===== config.mk =====
export PLATFORM = sky130hd
export DESIGN_NAME = mcb_logger
export DESIGN_NICKNAME = d
export VERILOG_FILES = /design/src/rtl/mcb_pkg.sv /design/src/rtl/mcb_decide.sv /design/src/rtl/mcb_bank_file.sv /design/src/rtl/mcb_logger.sv
export SDC_FILE = /design/constraint.sdc
export NUM_CORES = 2
export LEC_CHECK = 0
export BUFFER_PORTS_ARGS = -buffer_cell sky130_fd_sc_hd__clkbuf_2
export CAP_MARGIN = 30
export CORE_UTILIZATION = 65
export CTS_CLUSTER_DIAMETER = 100
export DETAILED_ROUTE_END_ITERATION = 8
export HOLD_SLACK_MARGIN = 0.15
export PLACE_DENSITY_LB_ADDON = 0.3
export SLEW_MARGIN = 20
export SYNTH_ARGS = -nofsm -noshare
export SYNTH_HDL_FRONTEND = slang
export SYNTH_SLANG_ARGS = --single-unit

===== constraint.sdc =====
create_clock -name clk -period 8.67 [get_ports clk]
set_input_delay 2.601 -clock clk [delete_from_list [all_inputs] [get_ports clk]]
set_output_delay 2.601 -clock clk [all_outputs]
set_load 0.01 [all_outputs]

===== src/rtl/mcb_pkg.sv =====
package mcb_pkg;
  localparam int MC_W = 64;

  localparam int ST_VALID = 63;
  localparam int ST_OVER  = 62;
  localparam int ST_UNCOR = 61;
  localparam int ST_ACTRQ = 55;

  localparam int GS_INPROG = 2;
  localparam int CAP_CTLP  = 8;

  typedef enum logic [2:0] {
    ACT_NONE,
    ACT_LOG_UC,
    ACT_RESET,
    ACT_LOG_CE,
    ACT_OVER_ONLY
  } mc_act_e;
endpackage


===== src/rtl/mcb_decide.sv =====
module mcb_decide
  import mcb_pkg::*;
#(
  parameter int NB   = 4,
  parameter int IW   = 8
) (
  input  logic            go,
  input  logic            mce_en,
  input  logic [MC_W-1:0] cap,
  input  logic [MC_W-1:0] gstat,
  input  logic [MC_W-1:0] gctl,
  input  logic [IW-1:0]   inj_bank,
  input  logic [MC_W-1:0] inj_status,
  input  logic            inj_uncond,
  input  logic [MC_W-1:0] bank_ctl,
  input  logic [MC_W-1:0] bank_stat,
  output mc_act_e         act,
  output logic [MC_W-1:0] new_stat
);
  logic accept, busy;

  assign busy   = gstat[GS_INPROG];
  assign accept = go && (cap != '0) && (inj_bank < cap[7:0]) &&
                  (32'(inj_bank) < NB) && inj_status[ST_VALID];

  always_comb begin
    act      = ACT_NONE;
    new_stat = inj_status;
    if (accept) begin
      if (busy && !inj_status[ST_ACTRQ] && !inj_uncond) begin
        act = ACT_NONE;
      end else if (inj_status[ST_UNCOR]) begin
        if ((cap[CAP_CTLP] && gctl != '1) || bank_ctl != '1) begin
          act = ACT_NONE;
        end else if (!mce_en || busy) begin
          act = ACT_RESET;
        end else begin
          act = ACT_LOG_UC;
          if (bank_stat[ST_VALID]) new_stat[ST_OVER] = 1'b1;
        end
      end else if (!bank_stat[ST_VALID] || !bank_stat[ST_UNCOR]) begin
        act = ACT_LOG_CE;
        if (bank_stat[ST_VALID]) new_stat[ST_OVER] = 1'b1;
      end else begin
        act      = ACT_OVER_ONLY;
        new_stat = bank_stat;
        new_stat[ST_OVER] = 1'b1;
      end
    end
  end
endmodule


===== src/rtl/mcb_bank_file.sv =====
module mcb_bank_file
  import mcb_pkg::*;
#(
  parameter int NB = 4,
  localparam int BW = (NB > 1) ? $clog2(NB) : 1
) (
  input  logic            clk,
  input  logic            rst,
  input  logic            wr_en,
  input  logic [BW-1:0]   wr_bank,
  input  logic [1:0]      wr_field,
  input  logic [MC_W-1:0] wr_data,
  input  logic            hw_en,
  input  logic            hw_am_we,
  input  logic [BW-1:0]   hw_bank,
  input  logic [MC_W-1:0] hw_stat,
  input  logic [MC_W-1:0] hw_addr,
  input  logic [MC_W-1:0] hw_misc,
  output logic [MC_W-1:0] ctl_o  [NB],
  output logic [MC_W-1:0] stat_o [NB],
  output logic [MC_W-1:0] addr_o [NB],
  output logic [MC_W-1:0] misc_o [NB]
);
  for (genvar i = 0; i < NB; i++) begin : g_bank
    always_ff @(posedge clk) begin
      if (rst) begin
        ctl_o[i]  <= '0;
        stat_o[i] <= '0;
        addr_o[i] <= '0;
        misc_o[i] <= '0;
      end else if (wr_en && wr_bank == BW'(i)) begin
        case (wr_field)
          2'd0:    ctl_o[i]  <= wr_data;
          2'd1:    stat_o[i] <= wr_data;
          2'd2:    addr_o[i] <= wr_data;
          default: misc_o[i] <= wr_data;
        endcase
      end else if (hw_en && hw_bank == BW'(i)) begin
        stat_o[i] <= hw_stat;
        if (hw_am_we) begin
          addr_o[i] <= hw_addr;
          misc_o[i] <= hw_misc;
        end
      end
    end
  end


  no_collide_chk: assert property (@(posedge clk) disable iff (rst)
    !(wr_en && hw_en));
endmodule


===== src/rtl/mcb_logger.sv =====
module mcb_logger
  import mcb_pkg::*;
#(
  parameter int              NB       = 4,
  parameter int              IW       = 8,
  parameter logic [MC_W-1:0] CAP_INIT = 64'h104,
  localparam int AW = $clog2(4 * (NB + 1)),
  localparam int BW = (NB > 1) ? $clog2(NB) : 1
) (
  input  logic            clk,
  input  logic            rst,
  input  logic            mce_en,
  input  logic            inj_valid,
  input  logic [IW-1:0]   inj_bank,
  input  logic [63:0]     inj_status,
  input  logic [63:0]     inj_addr,
  input  logic [63:0]     inj_misc,
  input  logic [63:0]     inj_gstat,
  input  logic            inj_uncond,
  input  logic            reg_we,
  input  logic [AW-1:0]   reg_addr,
  input  logic [63:0]     reg_wdata,
  output logic [63:0]     reg_rdata,
  output logic            mce_irq,
  output logic            reset_req
);
  logic [MC_W-1:0] cap_q, gstat_q, gctl_q;
  logic [MC_W-1:0] ctl_a [NB];
  logic [MC_W-1:0] stat_a [NB];
  logic [MC_W-1:0] addr_a [NB];
  logic [MC_W-1:0] misc_a [NB];

  // register-port decode
  logic [AW-1:0] rbank_w;
  logic          rbank_ok;
  logic [BW-1:0] rbank;
  logic [1:0]    rfield;
  assign rbank_w  = (reg_addr >> 2) - AW'(1);
  assign rbank_ok = (reg_addr >= AW'(4)) && (32'(rbank_w) < NB);
  assign rbank    = BW'(rbank_w);
  assign rfield   = reg_addr[1:0];

  // injection bank select
  logic [BW-1:0]   ibank;
  logic [MC_W-1:0] sel_ctl, sel_stat;
  assign ibank    = BW'(inj_bank);
  assign sel_ctl  = (32'(inj_bank) < NB) ? ctl_a[ibank]  : '0;
  assign sel_stat = (32'(inj_bank) < NB) ? stat_a[ibank] : '0;

  mc_act_e         act;
  logic [MC_W-1:0] new_stat;

  mcb_decide #(.NB(NB), .IW(IW)) u_dec (
    .go        (inj_valid && !reg_we),
    .mce_en    (mce_en),
    .cap       (cap_q),
    .gstat     (gstat_q),
    .gctl      (gctl_q),
    .inj_bank  (inj_bank),
    .inj_status(inj_status),
    .inj_uncond(inj_uncond),
    .bank_ctl  (sel_ctl),
    .bank_stat (sel_stat),
    .act       (act),
    .new_stat  (new_stat)
  );

  logic hw_en;
  assign hw_en = (act == ACT_LOG_UC) || (act == ACT_LOG_CE) || (act == ACT_OVER_ONLY);

  mcb_bank_file #(.NB(NB)) u_banks (
    .clk     (clk),
    .rst     (rst),
    .wr_en   (reg_we && rbank_ok),
    .wr_bank (rbank),
    .wr_field(rfield),
    .wr_data (reg_wdata),
    .hw_en   (hw_en),
    .hw_am_we(act != ACT_OVER_ONLY),
    .hw_bank (ibank),
    .hw_stat (new_stat),
    .hw_addr (inj_addr),
    .hw_misc (inj_misc),
    .ctl_o   (ctl_a),
    .stat_o  (stat_a),
    .addr_o  (addr_a),
    .misc_o  (misc_a)
  );

  logic [MC_W-1:0] rd_mux;
  always_comb begin
    rd_mux = '0;
    if (rbank_ok) begin
      case (rfield)
        2'd0:    rd_mux = ctl_a[rbank];
        2'd1:    rd_mux = stat_a[rbank];
        2'd2:    rd_mux = addr_a[rbank];
        default: rd_mux = misc_a[rbank];
      endcase
    end else begin
      case (reg_addr)
        AW'(0):  rd_mux = cap_q;
        AW'(1):  rd_mux = gstat_q;
        AW'(2):  rd_mux = gctl_q;
        default: rd_mux = '0;
      endcase
    end
  end

  always_ff @(posedge clk) begin
    if (rst) begin
      cap_q     <= CAP_INIT;
      gstat_q   <= '0;
      gctl_q    <= '0;
      mce_irq   <= 1'b0;
      reset_req <= 1'b0;
      reg_rdata <= '0;
    end else begin
      mce_irq   <= (act == ACT_LOG_UC);
      reset_req <= (act == ACT_RESET);
      reg_rdata <= rd_mux;
      if (reg_we) begin
        case (reg_addr)
          AW'(0):  cap_q   <= reg_wdata;
          AW'(1):  gstat_q <= reg_wdata;
          AW'(2):  gctl_q  <= reg_wdata;
          default: ;
        endcase
      end else if (act == ACT_LOG_UC) begin
        gstat_q <= inj_gstat;
      end
    end
  end


  pulse_excl_chk: assert property (@(posedge clk) disable iff (rst)
    !(mce_irq && reset_req));

  irq_cause_chk: assert property (@(posedge clk) disable iff (rst)
    mce_irq |-> $past(inj_valid && !reg_we && inj_status[ST_UNCOR]));

  rst_cause_chk: assert property (@(posedge clk) disable iff (rst)
    reset_req |-> $past(inj_valid && !reg_we && inj_status[ST_UNCOR]));

  gstat_log_chk: assert property (@(posedge clk) disable iff (rst)
    mce_irq |-> gstat_q == $past(inj_gstat));
endmodule


### Word level (Yosys, flattened, before mapping)

Cells that the tools add are included.

| cells by class | value |
|---|---|
| $add $sub $neg | 1 |
| multiply operators | 0 |
| div/mod/pow operators | 0 |
| $lt $le $gt $ge | 6 |
| equal/unequal tests | 30 |
| shift-type cells | 0 |
| muxes and demuxes | 72 |
| bitwise operators | 2 |
| reductions and logical operators | 63 |

Operators by type and width:

| cell | count |
|---|---|
| 64-bit 2-to-1 mux | 49 |
| 64-bit binary-select mux with 2-bit select | 6 |
| 64-bit case mux with 3 select lines | 2 |
| 64-bit != test (second input constant) | 2 |
| 62-bit 2-to-1 mux | 2 |
| 64-bit nonzero test | 1 |
| 2-bit != test (second input constant) | 12 |
| 3-bit AND reduction | 8 |
| 2-bit AND reduction | 11 |
| 1-bit logical AND | 18 |
| 2-bit nonzero test | 9 |
| 3-bit 2-to-1 mux | 5 |
| 2-bit equality test (second input constant) | 5 |
| 8-bit by 3-bit less-than comparator with 1-bit output (second input constant) | 1 |
| 8-bit less-than comparator | 1 |
| 1-bit 2-to-1 mux | 7 |
| 2-bit by 1-bit equality test with 1-bit output (second input constant) | 3 |
| 3-bit by 2-bit equality test with 1-bit output (second input constant) | 2 |
| 3-bit >= comparator (second input constant) | 2 |
| 1-bit logical NOT | 6 |
| 2-bit logical NOT | 3 |
| 2-bit inverter with 3-bit output | 2 |
| 5-bit by 1-bit equality test with 1-bit output (second input constant) | 1 |
| 5-bit by 2-bit equality test with 1-bit output (second input constant) | 1 |
| other kinds (11) | 15 |

| word-level totals | value |
|---|---|
| register bits after elaboration | 1,282 |
| latch bits | 0 |
| memory bits (writable) | 0 |
| bits in read-only memories | 0 |
| output and inout bits | 66 |
| logic and storage cells | 196 |
| memories | 0 |

### Depth between registers and ports, before layout

| depth | value |
|---|---|
| depth after elaboration | 17 |
| gate-level depth with buffers | 14 |
| mapped depth without buffers | 11 |

### Modules after synthesis

A second synthesis with hierarchy kept.

| second synthesis, totals | value |
|---|---|
| cell total of the unflattened synthesis | 7,337 |
| area total of the unflattened synthesis | 64,418.0 sq um |

By module, submodules not included:

| module | times used | cells each | area each (sq um) | sequential area each (sq um) |
|---|---|---|---|---|
| mcb_bank_file | 1 | 4,844 | 40,062.2 | 20,499.7 |
| mcb_logger | 1 | 2,316 | 22,625.4 | 5,165.0 |
| mcb_decide | 1 | 177 | 1,730.4 | 0.0 |

### Least setup slack after synthesis

OpenSTA, ideal clock, no wires.

| timing path | value |
|---|---|
| path type | input port to flip-flop |
| start point | input reg_addr[2] |
| end point | register reg_rdata[35] |
| library setup time | 0.128 ns |
| data arrival time | 5.333 ns |
| required time | 8.542 ns |
| slack | 3.210 ns |
| stages | 11 |
| cells stage by stage | clkbuf_1 -> inv_1 -> ha_1 -> clkbuf_1 -> clkbuf_1 -> buf_1 -> buf_1 -> mux4_2 -> mux4_2 -> a21oi_1 -> nor2_1 |

| between the ends | value |
|---|---|
| cells in the longest elaborated chain, start to end | 7 |
| elaborated cells between the ends (all ways) | 23 |
| those cells by class | 1 x add/sub; 2 x order compare; 2 x eq/ne; 15 x mux; 1 x bitwise; 2 x reduce/logical |

Ends and longest elaborated chain:

| what | RTL line | text |
|---|---|---|
| from (decl) | mcb_logger.sv:21 | `input logic [AW-1:0] reg_addr,` |
| 3-bit by 1-bit subtractor with 4-bit output | mcb_logger.sv:38 | `assign rbank_w = (reg_addr >> 2) - AW'(1);` |
| 2-bit inverter with 3-bit output (not written as such) | -- |  |
| 64-bit binary-select mux with 2-bit select (on tied branches) | -- |  |
| 64-bit 2-to-1 mux (on tied branches) (2 in a row) | -- |  |
| 64-bit case mux with 3 select lines | mcb_logger.sv:94 | `case (rfield)` |
| 64-bit 2-to-1 mux * | mcb_logger.sv:93 | `if (rbank_ok) begin` |
| to (signal assigned) | mcb_logger.sv:121 | `reg_rdata <= rd_mux;` |
| to (decl) | mcb_logger.sv:23 | `output logic [63:0] reg_rdata,` |

Mark *: on every way between the ends. The rest lies on a longest branch, timed or not. The select of a mux whose other input is x is not followed.
A chain may end at the register's enable or synchronous reset.

### Worst setup path after layout

| timing path | value |
|---|---|
| start point | input reg_addr[2] |
| end point | register u_banks.stat_o[187] (netlist name) |

| between the ends | value |
|---|---|
| cells in the longest elaborated chain, start to end | 7 |
| elaborated cells between the ends (all ways) | 11 |
| those cells by class | 1 x add/sub; 2 x order compare; 2 x eq/ne; 1 x mux; 5 x reduce/logical |

Ends and longest elaborated chain:

| what | RTL line | text |
|---|---|---|
| 3-bit by 1-bit subtractor with 4-bit output | mcb_logger.sv:38 |  |
| 5-bit by 3-bit less-than comparator with 1-bit output | mcb_logger.sv:39 | `assign rbank_ok = (reg_addr >= AW'(4)) && (32'(rbank_w) < NB);` |
| 1-bit logical AND | mcb_logger.sv:39 |  |
| 1-bit logical AND | mcb_logger.sv:74 | `.wr_en (reg_we && rbank_ok),` |
| 1-bit logical AND * | mcb_bank_file.sv:31 | `end else if (wr_en && wr_bank == BW'(i)) begin` |
| 2-bit != test (no source line) or 2-bit nonzero test (tied branches) | -- |  |
| 2-bit AND reduction (no source line) | -- |  |
| to (signal, indexed assignment) | mcb_bank_file.sv:34 | `2'd1: stat_o[i] <= wr_data;` |
| to (signal, indexed assignment) | mcb_bank_file.sv:39 | `stat_o[i] <= hw_stat;` |
| to (decl) | mcb_bank_file.sv:20 | `output logic [MC_W-1:0] stat_o [NB],` |

Mark *: on every way between the ends. The rest lies on a longest branch, timed or not.

==> key figures <==
Status
  • Status: finished with violations
  • Violated checks: DRC

Timing
  • Slew Viols, Final: 0
  • RSZ-0062 raised after global routing: false
  • Clock Skews: 0.0332 ns
  • Final period util: 0.775
  • Setup TNS: 0 ns
  • F_max: 149 MHz
  • Final setup violation count: 0
  • Least-Margin Pin Slew: 1.08 ns
  • Final Critical Period: 6.72 ns
  • Worst Hold Slack: 0.463 ns
  • Slew HR: 0.281
  • Final hold violation count: 0

Pwr
  • Worst IR Drop VDD: 180 uV
  • Pwr dens: 189 nW/um^2
  • Leak: 0.0230 uW

Global routing
  • Initial antenna violation count: 25
  • Overflow after GRT: 0
  • Overall routing resource usage: 0.462
  • Number of global-route vias before repair: 55,200
  • First-pass GRT wire length: 335,000 um
  • Largest net degree at the start of global routing: 198

Synthesis
  • Seq/Total Area, Yosys: 0.418
  • Asr flop ratio synth: 0
  • Synthesized area: 61,400 um^2
  • Syn Inst Count: 6,619
  • Cell variety after synth: 51
  • Avg Inst Size Synth: 9.28 um^2
  • Number of flops mapped to enable cells by yosys: 0
  • Primary FF master, synth: dfxtp_1
  • Synthesized net count: 6,970
  • Warnings, synthesis: 0
  • Seq cells post-synth: 1,282

Critical path
  • Slowest cell delay on critical path: 0.92 ns
  • CP max FO: 85
  • Startpoint types: input port
  • WP data required: 9.36 ns
  • Critical path, cell by cell: buf_8, inv_1, ha_1, a211oi_1, a21o_4, nand3_4, buf_4, o2bb2ai_2, nor2b_4, buf_12, a22o_1
  • CP delay by family, top: compound AO/OA/AOI/OAI gates
  • Crit path buf inv count: 4
  • Crit. End Element: flop
  • Crit path max-delay cell type: nor2b_4
  • Crit Path Category: input port to flop
  • Crit path DAT: 7.41 ns

Drt
  • DR iter-0 viols: 9,939
  • DR WL/cell: 28.3 um
  • DR pass1 iterations: 9
  • Drc violations: 24
  • Vias per Instance: 7.28
  • Via count: 57,900
  • Routed wire length: 225,000 um
  • Final antenna-violating net count: 0

Placement
  • Routability cong.: 1.00
  • Dpl cells: 7,696
  • IO Port Bufs: 404
  • DPL Wire Length: 139,000 um

Floorplan
  • Die height: 309 um
  • Die X: 309 um
  • Row count: 112
  • I/O Pins: 405
  • Core area: 93,500 um^2
  • Starting Density: 0.657
  • Die footprint: 95,700 um^2

Clocking
  • Cts repair resizes: 0
  • Worst skew pair latency: 0.78 ns
  • Clk slew on worst S/H paths: 0.06 ns
  • Setup bufs post-CTS: 0
  • CTS H-tree depth: 4
  • TritonCTS clock tree: done
  • CTS Sinks: 1,282
  • Hold-fix buffers, CTS: 0
  • CTS Buffer Depth: 3
  • Root Driver: clkbuf_16
  • CTS Buf Count: 135

Flow run
  • Max-cap check violation count: 0

Worst hold path
  • Hold Path Class: flop to flop

Final layout
  • Share of cells above drive strength 1: 0.174
  • # fillers: 6,625
  • Multi-input logic area: 33,100 um^2
  • P&R area growth vs syn: 10.9%
  • FF+latch area: 25,700 um^2
  • Nets@finish: 6,935
  • Layout Cells excl Fill: 7,958
synthesized netlist by cell type, drive strengths merged, types with 35 or more instances:
master	number	area [um^2]
nand2	799	3000
nor4	35	225
buf	210	1160
clkbuf	480	1800
a21oi	968	4850
nor2	747	2800
nand4	71	444
a22o	241	2110
mux4	384	8650
o21bai	248	1860
a211oi	582	4370
a222oi	64	641
and2	259	1620
dfxtp	1282	25700
mux2i	132	1320
area by class of cell:
| cell class | instances | share of cell area |
|---|---|---|
| tap | 1254 | 0.0230 |
| antenna | 20 | 0.000734 |
| sequential | 1282 | 0.377 |
| timing repair buffer | 518 | 0.0493 |
| clock inverter | 34 | 0.00424 |
| clock buffer | 203 | 0.0599 |
| multi-input combinational | 4636 | 0.486 |
| inverter | 11 | 0.000606 |
kinds of logic (layout without fill, tap and decap cells):
kind of cell | after synthesis | in the layout | share of synthesized area
other cells | 0 | 20 | 0
buf+inv | 701 | 766 | 0.0489
simple gates | 1979 | 1979 | 0.139
flops | 1282 | 1282 | 0.418
compound gates | 2129 | 2129 | 0.229
fa+ha+maj | 12 | 12 | 0.00244
mux | 516 | 516 | 0.162
cell usage in the layout (no fill, tap or decap), types with 132 or more instances in the layout:
cell type / netlist / final
and2_1: 259 / 257
a21oi_1: 967 / 967
o21bai_1: 248 / 248
nand2_1: 799 / 793
clkbuf_16: 0 / 142
a22o_1: 241 / 241
mux2i_1: 132 / 132
mux4_2: 384 / 384
clkbuf_2: 0 / 399
nor2_1: 747 / 741
dfxtp_1: 1282 / 1282
a211oi_1: 582 / 582
sequential cells by signal (all words and copies together), names as in the netlist:
signal,flops
gctl_q,64
cap_q,64
u_banks.addr_o,256
u_banks.misc_o,256
gstat_q,64
u_banks.stat_o,256
reg_rdata,64
reset_req,1
u_banks.ctl_o,256
mce_irq,1
metrics by stage:
step	setup slack [ns]	utilization	power, uW	instance area (um^2)
final	1.95	0.729	12900	68100
after global routing	1.95	0.729	13100	68100
after CTS	2.24	0.728	12800	68000
after detailed placement	1.47	0.681	7170	63600
after global placement	1.61	0.679	7140	63500
after floorplan	3.21	-	6770	61400
final timing paths:
kind         cells past startpoint                              from                               end  slack (ns)
min reg2reg                      2  u_banks.stat_o[126]$_SDFFE_PP0P_  u_banks.stat_o[126]$_SDFFE_PP0P_        0.46
max reg2reg                     11            cap_q[16]$_SDFFE_PP0P_    u_banks.stat_o[2]$_SDFFE_PP0P_        3.64
min                              2  u_banks.stat_o[126]$_SDFFE_PP0P_  u_banks.stat_o[126]$_SDFFE_PP0P_        0.46
max                             11                       reg_addr[2]  u_banks.stat_o[187]$_SDFFE_PP0P_        1.95
metal layers:
| metal | wire length [um] | share of wire | global-route usage | vias up |
|---|---|---|---|---|
| li1 | - | - | - | 24300 |
| met1 | 77000 | 0.34 | 0.582 | 27200 |
| met2 | 95200 | 0.42 | 0.662 | 5211 |
| met3 | 36000 | 0.16 | 0.160 | 1195 |
| met4 | 17000 | 0.075 | 0.328 | 26 |
| met5 | 206 | 0.00091 | 0.00404 | - |
power breakdown:
part | switching [uW] | leakage [uW] | internal, uW
clock | 2470 | 0.00217 | 3320
combinational | 750 | 0.0105 | 370
sequential | 34.1 | 0.0103 | 5940
worst min-delay path, stage by stage (launching register included):
cell and delay [ns]:
dfxtp_1 0.31, nand2_1 0.05, a21oi_1 0.05
(Power assumes the default switching activity.)
